==> config.mk <==
export PLATFORM = sky130hd
export DESIGN_NAME = dual_wave_player
export DESIGN_NICKNAME = d
export VERILOG_FILES = /design/src/rtl/wp_pkg.sv /design/src/rtl/wp_rate_gen.sv /design/src/rtl/wp_rom_arb.sv /design/src/rtl/wp_voice.sv /design/src/rtl/dual_wave_player.sv
export SDC_FILE = /design/constraint.sdc
export NUM_CORES = 1
export LEC_CHECK = 0
export BUFFER_PORTS_ARGS = -buffer_cell sky130_fd_sc_hd__buf_2
export CAP_MARGIN = 20
export CORE_MARGIN = 10
export CORE_UTILIZATION = 40
export CTS_BUF_LIST = sky130_fd_sc_hd__clkbuf_4 sky130_fd_sc_hd__clkbuf_8
export CTS_CLUSTER_DIAMETER = 50
export DETAILED_ROUTE_END_ITERATION = 16
export PLACE_DENSITY = 0.59
export SYNTH_ARGS = -nofsm -noshare
export SYNTH_HDL_FRONTEND = slang
export SYNTH_SLANG_ARGS = --single-unit
==> constraint.sdc <==
create_clock -name clk -period 4.9 [get_ports clk]
set_clock_uncertainty 0.05 [all_clocks]
set_input_delay 0.245 -clock clk [delete_from_list [all_inputs] [get_ports clk]]
set_output_delay 0.245 -clock clk [all_outputs]
set_load 0.03 [all_outputs]
==> src/rtl/wp_pkg.sv <==
package wp_pkg;
  localparam int BUS_W  = 8;
  localparam int REG_AW = 5;
  localparam int OFF_W  = 4;

  localparam logic [OFF_W-1:0] OFF_CTRL = 4'd0;
  localparam logic [OFF_W-1:0] OFF_VOL  = 4'd1;
  localparam logic [OFF_W-1:0] OFF_FA0  = 4'd2;
  localparam logic [OFF_W-1:0] OFF_FA1  = 4'd3;
  localparam logic [OFF_W-1:0] OFF_FA2  = 4'd4;
  localparam logic [OFF_W-1:0] OFF_LA0  = 4'd5;
  localparam logic [OFF_W-1:0] OFF_LA1  = 4'd6;
  localparam logic [OFF_W-1:0] OFF_LA2  = 4'd7;
  localparam logic [OFF_W-1:0] OFF_RW0  = 4'd8;
  localparam logic [OFF_W-1:0] OFF_RW1  = 4'd9;

  localparam logic [REG_AW-1:0] JOINT_ADDR = 5'h1F;

  localparam int CTL_RUN   = 0;
  localparam int CTL_LOOP  = 1;
  localparam int CTL_SCALE = 2;
endpackage

==> src/rtl/wp_rate_gen.sv <==
module wp_rate_gen #(
  parameter int RATE_W = 16
) (
  input  logic              clk,
  input  logic              rst,
  input  logic              restart,
  input  logic [RATE_W-1:0] step,
  output logic              tick
);
  logic [RATE_W-1:0] phase_q;
  logic [RATE_W:0]   sum;

  assign sum = {1'b0, phase_q} + {1'b0, step};

  always_ff @(posedge clk) begin
    if (rst || restart) begin
      phase_q <= '0;
      tick    <= 1'b0;
    end else begin
      phase_q <= sum[RATE_W-1:0];
      tick    <= sum[RATE_W];
    end
  end
endmodule

==> src/rtl/wp_rom_arb.sv <==
module wp_rom_arb #(
  parameter int NCH    = 2,
  parameter int ADDR_W = 19
) (
  input  logic                  clk,
  input  logic                  rst,
  input  logic [NCH-1:0]        req,
  input  logic [NCH*ADDR_W-1:0] addr_flat,
  output logic [NCH-1:0]        gnt,
  output logic                  rom_rd,
  output logic [ADDR_W-1:0]     rom_addr,
  output logic [NCH-1:0]        ret_valid,
  output logic [ADDR_W-1:0]     ret_addr
);
  logic [ADDR_W-1:0] sel_addr;
  logic [NCH-1:0]    owner_q;

  // lowest index wins: scan downward so the last hit is the smallest index
  always_comb begin
    gnt      = '0;
    sel_addr = '0;
    for (int i = NCH - 1; i >= 0; i--) begin
      if (req[i]) begin
        gnt      = '0;
        gnt[i]   = 1'b1;
        sel_addr = addr_flat[i*ADDR_W +: ADDR_W];
      end
    end
  end

  always_ff @(posedge clk) begin
    if (rst) begin
      rom_rd    <= 1'b0;
      rom_addr  <= '0;
      owner_q   <= '0;
      ret_valid <= '0;
      ret_addr  <= '0;
    end else begin
      rom_rd    <= |gnt;
      owner_q   <= gnt;
      if (|gnt) rom_addr <= sel_addr;
      ret_valid <= rom_rd ? owner_q : '0;
      ret_addr  <= rom_addr;
    end
  end
endmodule

==> src/rtl/wp_voice.sv <==
module wp_voice
  import wp_pkg::*;
#(
  parameter int ADDR_W = 19,
  parameter int DATA_W = 8,
  parameter int RATE_W = 16,
  parameter int VOL_W  = 8
) (
  input  logic              clk,
  input  logic              rst,
  input  logic              cfg_we,
  input  logic [OFF_W-1:0]  cfg_off,
  input  logic [BUS_W-1:0]  cfg_wdata,
  input  logic              gnt,
  input  logic              ret_valid,
  input  logic [ADDR_W-1:0] ret_addr,
  input  logic [DATA_W-1:0] ret_data,
  output logic              req,
  output logic [ADDR_W-1:0] fetch_addr,
  output logic [DATA_W-1:0] level,
  output logic              running,
  output logic              tick,
  output logic [RATE_W-1:0] rate_word
);
  localparam int HI_W   = ADDR_W - 2 * BUS_W;
  localparam int RHI_W  = RATE_W - BUS_W;
  localparam int PROD_W = DATA_W + VOL_W;

  logic              loop_q, scale_q;
  logic [VOL_W-1:0]  vol_q;
  logic [ADDR_W-1:0] first_q, last_q, cur_q;
  logic [RATE_W-1:0] rate_q;
  logic              have_q, pend_q;
  logic [DATA_W-1:0] byte_q, raw_q;
  logic              ctrl_wr, start_evt;
  logic [PROD_W-1:0] prod;

  assign ctrl_wr   = cfg_we && (cfg_off == OFF_CTRL);
  assign start_evt = ctrl_wr && cfg_wdata[CTL_RUN];
  assign req       = running && !have_q && !pend_q;
  assign fetch_addr = cur_q;
  assign rate_word = rate_q;
  assign prod      = raw_q * vol_q;

  wp_rate_gen #(.RATE_W(RATE_W)) u_rate (
    .clk    (clk),
    .rst    (rst),
    .restart(start_evt),
    .step   (rate_q),
    .tick   (tick)
  );

  // configuration bytes
  always_ff @(posedge clk) begin
    if (rst) begin
      vol_q   <= '0;
      first_q <= '0;
      last_q  <= '0;
      rate_q  <= '0;
    end else if (cfg_we) begin
      case (cfg_off)
        OFF_VOL: vol_q <= cfg_wdata[VOL_W-1:0];
        OFF_FA0: first_q[BUS_W-1:0] <= cfg_wdata;
        OFF_FA1: first_q[2*BUS_W-1:BUS_W] <= cfg_wdata;
        OFF_FA2: first_q[ADDR_W-1:2*BUS_W] <= cfg_wdata[HI_W-1:0];
        OFF_LA0: last_q[BUS_W-1:0] <= cfg_wdata;
        OFF_LA1: last_q[2*BUS_W-1:BUS_W] <= cfg_wdata;
        OFF_LA2: last_q[ADDR_W-1:2*BUS_W] <= cfg_wdata[HI_W-1:0];
        OFF_RW0: rate_q[BUS_W-1:0] <= cfg_wdata;
        OFF_RW1: rate_q[RATE_W-1:BUS_W] <= cfg_wdata[RHI_W-1:0];
        default: ;
      endcase
    end
  end

  // outstanding ROM read tracking
  always_ff @(posedge clk) begin
    if (rst) begin
      pend_q <= 1'b0;
    end else if (gnt) begin
      pend_q <= 1'b1;
    end else if (ret_valid) begin
      pend_q <= 1'b0;
    end
  end

  // playback sequencer
  always_ff @(posedge clk) begin
    if (rst) begin
      running <= 1'b0;
      loop_q  <= 1'b0;
      scale_q <= 1'b0;
      cur_q   <= '0;
      have_q  <= 1'b0;
      byte_q  <= '0;
      raw_q   <= '0;
    end else if (ctrl_wr) begin
      running <= cfg_wdata[CTL_RUN];
      loop_q  <= cfg_wdata[CTL_LOOP];
      scale_q <= cfg_wdata[CTL_SCALE];
      if (cfg_wdata[CTL_RUN]) begin
        cur_q  <= first_q;
        have_q <= 1'b0;
      end
    end else begin
      // a returned byte is kept only if it belongs to the current address
      if (ret_valid && running && !have_q && (ret_addr == cur_q)) begin
        have_q <= 1'b1;
        byte_q <= ret_data;
      end
      if (running && tick && have_q) begin
        raw_q  <= byte_q;
        have_q <= 1'b0;
        if (cur_q == last_q) begin
          if (loop_q) cur_q <= first_q;
          else        running <= 1'b0;
        end else begin
          cur_q <= cur_q + 1'b1;
        end
      end
    end
  end

  // registered output level, optionally volume-scaled
  always_ff @(posedge clk) begin
    if (rst) level <= '0;
    else     level <= scale_q ? prod[PROD_W-1 -: DATA_W] : raw_q;
  end
endmodule

==> src/rtl/dual_wave_player.sv <==
module dual_wave_player
  import wp_pkg::*;
#(
  parameter int ADDR_W = 19,
  parameter int DATA_W = 8,
  parameter int RATE_W = 16,
  parameter int VOL_W  = 8
) (
  input  logic              clk,
  input  logic              rst,
  input  logic              reg_we,
  input  logic [4:0]        reg_addr,
  input  logic [7:0]        reg_wdata,
  output logic              rom_rd,
  output logic [ADDR_W-1:0] rom_addr,
  input  logic [DATA_W-1:0] rom_data,
  output logic [DATA_W-1:0] dac_a,
  output logic [DATA_W-1:0] dac_b,
  output logic              run_a,
  output logic              run_b,
  output logic              conv_strobe
);
  localparam int NCH = 2;

  logic                  joint;
  logic [NCH-1:0]        req_v, gnt_v, ret_v, run_v, tick_v;
  logic [NCH*ADDR_W-1:0] addr_flat;
  logic [ADDR_W-1:0]     ret_addr;
  logic [DATA_W-1:0]     level_v [NCH];
  logic [RATE_W-1:0]     rate_v  [NCH];
  logic [RATE_W-1:0]     rate_a;

  assign joint = (reg_addr == JOINT_ADDR);

  for (genvar ch = 0; ch < NCH; ch++) begin : g_ch
    logic             we_c;
    logic [OFF_W-1:0] off_c;

    assign we_c  = reg_we && (joint || (reg_addr[REG_AW-1] == 1'(ch)));
    assign off_c = joint ? OFF_CTRL : reg_addr[OFF_W-1:0];

    wp_voice #(
      .ADDR_W(ADDR_W), .DATA_W(DATA_W), .RATE_W(RATE_W), .VOL_W(VOL_W)
    ) u_voice (
      .clk       (clk),
      .rst       (rst),
      .cfg_we    (we_c),
      .cfg_off   (off_c),
      .cfg_wdata (reg_wdata),
      .gnt       (gnt_v[ch]),
      .ret_valid (ret_v[ch]),
      .ret_addr  (ret_addr),
      .ret_data  (rom_data),
      .req       (req_v[ch]),
      .fetch_addr(addr_flat[ch*ADDR_W +: ADDR_W]),
      .level     (level_v[ch]),
      .running   (run_v[ch]),
      .tick      (tick_v[ch]),
      .rate_word (rate_v[ch])
    );
  end

  wp_rom_arb #(.NCH(NCH), .ADDR_W(ADDR_W)) u_arb (
    .clk      (clk),
    .rst      (rst),
    .req      (req_v),
    .addr_flat(addr_flat),
    .gnt      (gnt_v),
    .rom_rd   (rom_rd),
    .rom_addr (rom_addr),
    .ret_valid(ret_v),
    .ret_addr (ret_addr)
  );

  assign dac_a       = level_v[0];
  assign dac_b       = level_v[1];
  assign run_a       = run_v[0];
  assign run_b       = run_v[1];
  assign conv_strobe = tick_v[0];
  assign rate_a      = rate_v[0];
endmodule

==> metrics.md, run 1 <==
| Metric | Value |
|---|---|
| Crit path launch | g_ch[1].u_voice.vol_q[5] |
| Drt drc | 0 |
| Met1 usage | 22.24% |
| Initial drt markers | 790 |
| CP Capture Type | flip-flop |
| Setup ws final | 271.4 ps |
| Simple-gate portion of the synthesized area | 19.01% |
| Clk buf depth | 3 |
| Gr usage total | 17.39% |
| Die Span Y | 228.6 um |
| Final Core Density | 45.43% |
| Post-placement cell count | 2478 |
| Starting Density | 40.41% |
| Largest net degree at the start of global routing | 109 |
| Htree depth | 2 |
| Syn Area/Cell | 9.099 um^2 |
| First-pass GRT wire length | 74040 um |
| Setup TNS | 0 ps |
| ANT nets after route | 0 |
| Std-Cell Rows | 76 |
| Clock sinks | 297 |
| Largest cells by area after synthesis | dfxtp_1 34%, mux2i_1 9.9%, fa_1 8.3% |
| Post-route cell area | 19570 um^2 |
| Largest area contributor in the netlist | dfxtp_1 |
| Crit Path Category | flip-flop to flip-flop |
| Setup violations, final | 0 |
| Post-Syn Area | 17410 um^2 |
| Die extent in x | 228.6 um |
| Synth warn | 0 |
| Critical Path RT | 5390 ps |
| Largest fanout on the critical path | 7 |
| Max-Cap Viols | 0 |
| Vias/cell | 5.205 |
| Place WS | 146.4 ps |
| Setup repair bufs after CTS | 0 |
| Met3 usage | 2.966% |
| Hold Vio Cnt, Final | 0 |
| Status | finished, final reports clean |
| Max Clk Rate | 216.0 MHz |
| Post-synthesis mux area share | 11.12% |
| GR Overflow Total | 0 |
| Synth Area in Compound Gates | 9.719% |
| Final Cycle Share | 94.46% |
| Unique cell type count in the Yosys netlist | 79 |
| Cell with the most instances after synthesis | dfxtp_1 |
| Main combinational cell family by area after synthesis | simple AND/OR/NAND/NOR gates |
| Crit path time final | 4629 ps |
| Clock latency on the worst-skew pair | 620 ps |
| # port buffers | 62 |
| Hold path startpoint | reg_wdata[6] |
| Ports | 63 |
| Area grow syn2layout | 12.42% |
| RR Startpoint | g_ch[1].u_voice.vol_q[5] |
| Min Hold Slack | 107.9 ps |
| Via count | 13450 |
| Final Max Tran Viols | 0 |
| Post-Layout Cell Count | 2584 |
| RSZ-0062 raised after global routing | no |
| FFs w/ async S/R, synth | 0% |
| Detail Placement HPWL | 32650 um |
| Area share of the largest cell type after synthesis | 34.16% |
| Clock Pin Slew Worst Setup and Hold Paths | 60 ps |
| Final wirelength | 46370 um |
| WP data arrival | 5120 ps |
| Clock Tree Root | clkbuf_8 |
| Syn nets | 2109 |
| CTS tree | done |
| Die area | 52260 um^2 |
| Core area | 43080 um^2 |
| Number of flops mapped to enable cells by yosys | 0 |
| Slew HR | 27.59% |
| Most used routing layer | met2 |
| HP Class | input pin to flip-flop |
| Static Leak | 8.752 nW |
| Final Power | 5.311 mW |
| DP Area | 18230 um^2 |
| Post-Syn Instances | 1913 |
| Share of post-route cells with drive strength above 1 | 12.41% |
| Seq/Total Area, Yosys | 34.16% |
| Nets | 2154 |
| Most used DFF post-synth | dfxtp_1 |
| VDD IR max | 0.1607 mV |
| Yosys reg bits | 297 |
| Total CTS buffers | 54 |
| Met2 usage | 29.16% |
| GPL Wtd Cong | 0.8401 |
| Startpoint Class | flip-flop |
| Most frequent cells after synthesis | 297 x dfxtp_1, 245 x nor2_1, 172 x mux2i_1 |
| Pwr Density | 271.4 nW/um^2 |
| Worst slew pin tran | 1082 ps |
| Per-cell routed wire length | 17.95 um |
| Post-Synth XOR/XNOR Area | 5.586% |
| Synth Area in Adders | 15.47% |
| DR pass1 iterations | 5 |
| Initial antenna violation count | 2 |
| Fillers | 4199 |
| Vias in the first global route | 13440 |
metal layers:
layer  part of all wire, %  wire, um
met5                 0.028        13
met4                   2.6      1198
met3                   4.9      2280
met2                    48     22060
met1                    45     20810
placed cells by master (no fill, tap or decap), drive strengths merged, types with 88 or more instances in the layout:
cell type | netlist | routed
and2 | 110 | 110
nor2 | 245 | 245
dfxtp | 297 | 297
buf | 25 | 93
xnor2 | 89 | 89
clkbuf | 89 | 88
inv | 98 | 98
nand2 | 121 | 121
mux2i | 173 | 173
ha | 100 | 100
final timing paths:
check        slack [ps]                          to  cells after the start
max                 270    g_ch[1].u_voice.level[7]                     16
min                 110  g_ch[1].u_voice.first_q[6]                      3
max reg2reg         270    g_ch[1].u_voice.level[7]                     16
min reg2reg         410  g_ch[1].u_voice.first_q[0]                      2
kinds of logic after synthesis:
family                     after synthesis
muxes                                  190
and+or+nand+nor                        677
adders and majority gates              172
buffers and inverters                  212
xor gates and xnor gates               111
DFF                                    297
AOI/OAI and AO/OA                      254
registers in the layout, summed over array words and instances (netlist names), 16 cells and up:
register	flops
g_ch.u_voice.level	16
g_ch.u_voice.raw_q	16
g_ch.u_voice.last_q	38
g_ch.u_voice.byte_q	16
u_arb.rom_addr	19
g_ch.u_voice.first_q	38
g_ch.u_voice.vol_q	16
g_ch.u_voice.fetch_addr	38
g_ch.u_voice.u_rate.phase_q	32
u_arb.ret_addr	19
g_ch.u_voice.rate_word	32
where the power goes:
part | total [mW] | leakage [nW] | internal [mW] | switching [mW]
sequential | 2.45 | 2.40 | 2.43 | 0.0136
clock | 2.59 | 0.640 | 1.54 | 1.05
combinational | 0.275 | 5.71 | 0.0834 | 0.191
total | 5.31 | 8.75 | 4.05 | 1.26
repair_timing:
item / CTS / global route
hold buffers: 9 / 0
endpoints found under the hold margin: 17 / 0
setup endpoints to repair: 0 / 3
resized for setup: 0 / 12
critical path: stages, from the launching register on:
cell,delay (ps)
dfxtp_1,360
and2_1,200
fa_1,510
fa_1,520
fa_1,550
inv_1,60
fa_1,530
inv_1,40
ha_1,350
a21oi_1,150
nand2_1,90
a221oi_2,270
buf_4,160
o21ai_1,110
o31ai_1,300
xnor2_1,120
a211oi_2,190
cell type report:
class	count	area (um^2)	area share (%)
Antenna cell	1	2.502	0.01279
Clock buffer	87	1116	5.704
Clock inverter	9	103.9	0.5307
Inverter	98	367.9	1.880
Multi-Input combinational cell	1404	10640	54.38
Sequential cell	297	5956	30.44
Tap cell	585	732.0	3.741
Timing Repair Buffer	103	649.4	3.319
(Power assumes the default switching activity.)
==> run 2: changes to the inputs <==
- GPL_TIMING_DRIVEN: default -> 0
==> run 2 against run 1 <==
  * Setup slack lost 110 ps
  * Cell count grew 3.2%
  * Hold slack lost 25 ps
  * Clock-buffer cell count shrank 6
  * Sequential power is essentially flat
  * Global-route usage grew 1.4 points
  * Register-to-register slack lost 110 ps
  * Final area grew 1.4%
  * Utilization grew 0.64 points
  * Critical path depth is the same
  * Die area is the same
  * Non-clock buffer count grew 80
  * Largest power group unchanged
  * Highest routed layer unchanged
==> metrics.md, run 2 (synthesis results as in run 1) <==
| Metric | Value |
|---|---|
| Status | finished, final reports clean |
| Largest net degree at the start of global routing | 16 (-85%) |
| Final Power | 5.222 mW (-1.7%) |
| Per-cell routed wire length | 18.90 um (+5.3%) |
| Sw frac | 25.22% (+1.6 points) |
| CTS tree | done |
| Wl on met1 | 22400 um (+7.6%) |
| Highest Signal Layer | met5 |
| Max Clk Rate | 211.2 MHz (-2.3%) |
| Power share of the sequential group | 46.8% (+0.8 points) |
| Max-Cap Viols | 0 (unchanged) |
| Worst path depth | 16 (unchanged) |
| First-pass GRT wire length | 78290 um (+5.7%) |
| Max incr delay on CP | 550 ps (about the same) |
| Std-Cell Rows | 76 (unchanged) |
| Starting Density | 40.41% (unchanged) |
| Max stage delay cell, worst path | fa_1 |
| Comb pwr share | 6.0% (+0.8 points) |
| Final Cycle Share | 96.65% (+2.2 points) |
| Delay-heaviest family, CP | adder cells |
| Crit Path Category | flip-flop to flip-flop |
| Die extent in x | 228.6 um (unchanged) |
| Hold depth | 4 (+1) |
| Critical Path RT | 5370 ps (-20 ps) |
| Nets | 2233 (+3.7%) |
| Internal power | 3.905 mW (-3.7%) |
| Met3 wire len | 3334 um (+46%) |
| Fillers | 4198 (-0.024%) |
| Drt drc | 0 (unchanged) |
| Static Leak | 8.766 nW (+0.16%) |
| GR Overflow Total | 0 (unchanged) |
| Gr usage total | 18.76% (+1.4 points) |
| Clock sinks | 297 (unchanged) |
| Initial drt markers | 983 (+24%) |
| Clock latency on the worst-skew pair | 640 ps (+20 ps) |
| Pwr Density | 263.2 nW/um^2 (-3.0%) |
| Clk buf depth | 3 (unchanged) |
| Htree depth | 2 (unchanged) |
| # port buffers | 60 (-3.2%) |
| GPL Wtd Cong | 0.9448 (+12%) |
| ANT nets after route | 0 (unchanged) |
| Crit path time final | 4736 ps (+107.1 ps) |
| Final wirelength | 50390 um (+8.7%) |
| VDD IR max | 0.1956 mV (+22%) |
| Area grow syn2layout | 14.00% |
| Initial antenna violation count | 3 (+1) |
| Startpoint Class | flip-flop |
| Clock Pin Slew Worst Setup and Hold Paths | 60 ps (about the same) |
| Detail Placement HPWL | 36970 um (+13%) |
| Final Core Density | 46.06% (+0.64 points) |
| Hold Vio Cnt, Final | 0 (unchanged) |
| Core area | 43080 um^2 (unchanged) |
| Power share of the clock group | 47.2% (-1.6 points) |
| Slew HR | 32.03% (+4.4 points) |
| WP data arrival | 5200 ps (+80 ps) |
| Reg2Reg Depth | 16 (unchanged) |
| Critical-path cell list | buf_4 > and2_1 > fa_1 > fa_1 > fa_1 > inv_1 > fa_1 > inv_1 > ha_4 > a21oi_1 > nand2_1 > a221oi_4 > o21ai_4 > o31ai_4 > xnor2_2 > a211oi_2 |
| CP Capture Type | flip-flop |
| CP dominant cell by count | fa_1 |
| Metal2 WL | 23290 um (+5.5%) |
| HP Class | input pin to flip-flop |
| Share of post-route cells with drive strength above 1 | 12.24% (-0.18 points) |
| Most common cell after layout, fill and taps aside | dfxtp_1 |
| Vias/cell | 5.244 (+0.74%) |
| RSZ-0062 raised after global routing | no |
| Die area | 52260 um^2 (unchanged) |
| DR pass1 iterations | 5 (unchanged) |
| Die Span Y | 228.6 um (unchanged) |
| Most frequent cells in the layout | 273 x dfxtp_1, 245 x nor2_1, 172 x mux2i_1 |
| Psw | 1.317 mW (+4.9%) |
| Ports | 63 (unchanged) |
| WP buf/inv | 3 (unchanged) |
| Setup violations, final | 0 (unchanged) |
| Largest fanout on the critical path | 10 (+3) |
| Worst slew pin tran | 1016 ps (-66.25 ps) |
| Final Max Tran Viols | 0 (unchanged) |
| Vias in the first global route | 13820 (+2.8%) |
| Clock Tree Root | clkbuf_8 |
| Total CTS buffers | 53 (-1.9%) |
| Via count | 13980 (+3.9%) |
## run 2: worst register-to-register path: cells and delay by family, from the launching register on
kind | cells | cell delay (ps)
xor+xnor | 1 | 130
fa+ha+maj | 5 | 2300
simple gates | 2 | 280
flops | 1 | 290
buf+inv | 3 | 290
compound gates | 5 | 1280
## run 2: layout make-up
type / count / area [um^2] / area share (%)
plain buffers: 108 / 471.7 / 2.377
well taps: 585 / 732.0 / 3.689
diodes: 5 / 12.51 / 0.06306
clock inverters: 13 / 116.4 / 0.5864
inverters: 98 / 367.9 / 1.854
clock buffers: 81 / 1015 / 5.114
flip-flops and latches: 297 / 5978 / 30.13
multi-input cells: 1404 / 10700 / 53.93
repair buffers: 75 / 447.9 / 2.257
## run 2: worst paths after layout
check	slack, ps	startpoint	to
max reg2reg	160	g_ch[1].u_voice.raw_q[1]	g_ch[1].u_voice.level[7]
min reg2reg	420	g_ch[1].u_voice.first_q[4]	g_ch[1].u_voice.first_q[4]
min	80	reg_addr[3]	g_ch[1].u_voice.vol_q[7]
max	160	g_ch[1].u_voice.raw_q[1]	g_ch[1].u_voice.level[7]
## run 2: per-stage QoR
step	instance area, um^2	cells	hold WS (ps)	TNS [ps]	setup slack (ps)
2_1_floorplan	17410	1913	338.9	0	299.2
3_3_place_gp	18440	2558	399.2	-1654	-709.1
3_5_place_dp	18440	2558	402.7	-2241	-790.5
4_1_cts	19740	2663	27.40	0	12.22
5_1_grt	19830	2662	87.87	0	7.779
6_report	19840	2666	83.36	0	164.2
## run 2: power by group through the flow
stage / Clock, mW / Sequential [mW] / Combinational (mW)
floorplan: 0 / 2.50 / 0.180
global placement: 0 / 2.50 / 0.297
detailed placement: 0 / 2.50 / 0.298
CTS: 2.52 / 2.45 / 0.309
global route: 2.62 / 2.45 / 0.333
finish: 2.46 / 2.45 / 0.313
## run 2: timing repair
action / CTS / global route
setup buffers: 0 / 1
hold endpoints to repair: 38 / 0
endpoints found under the setup margin: 8 / 9
gates resized for setup: 12 / 29
pin swaps: 2 / 4
cloned: 0 / 0
hold buffers: 14 / 0
## run 2: routing by layer
layer	vias up	track usage, %
li1	6734	-
met4	2	6.207
met1	6739	23.78
met5	-	0
met3	106	3.785
met2	399	31.25
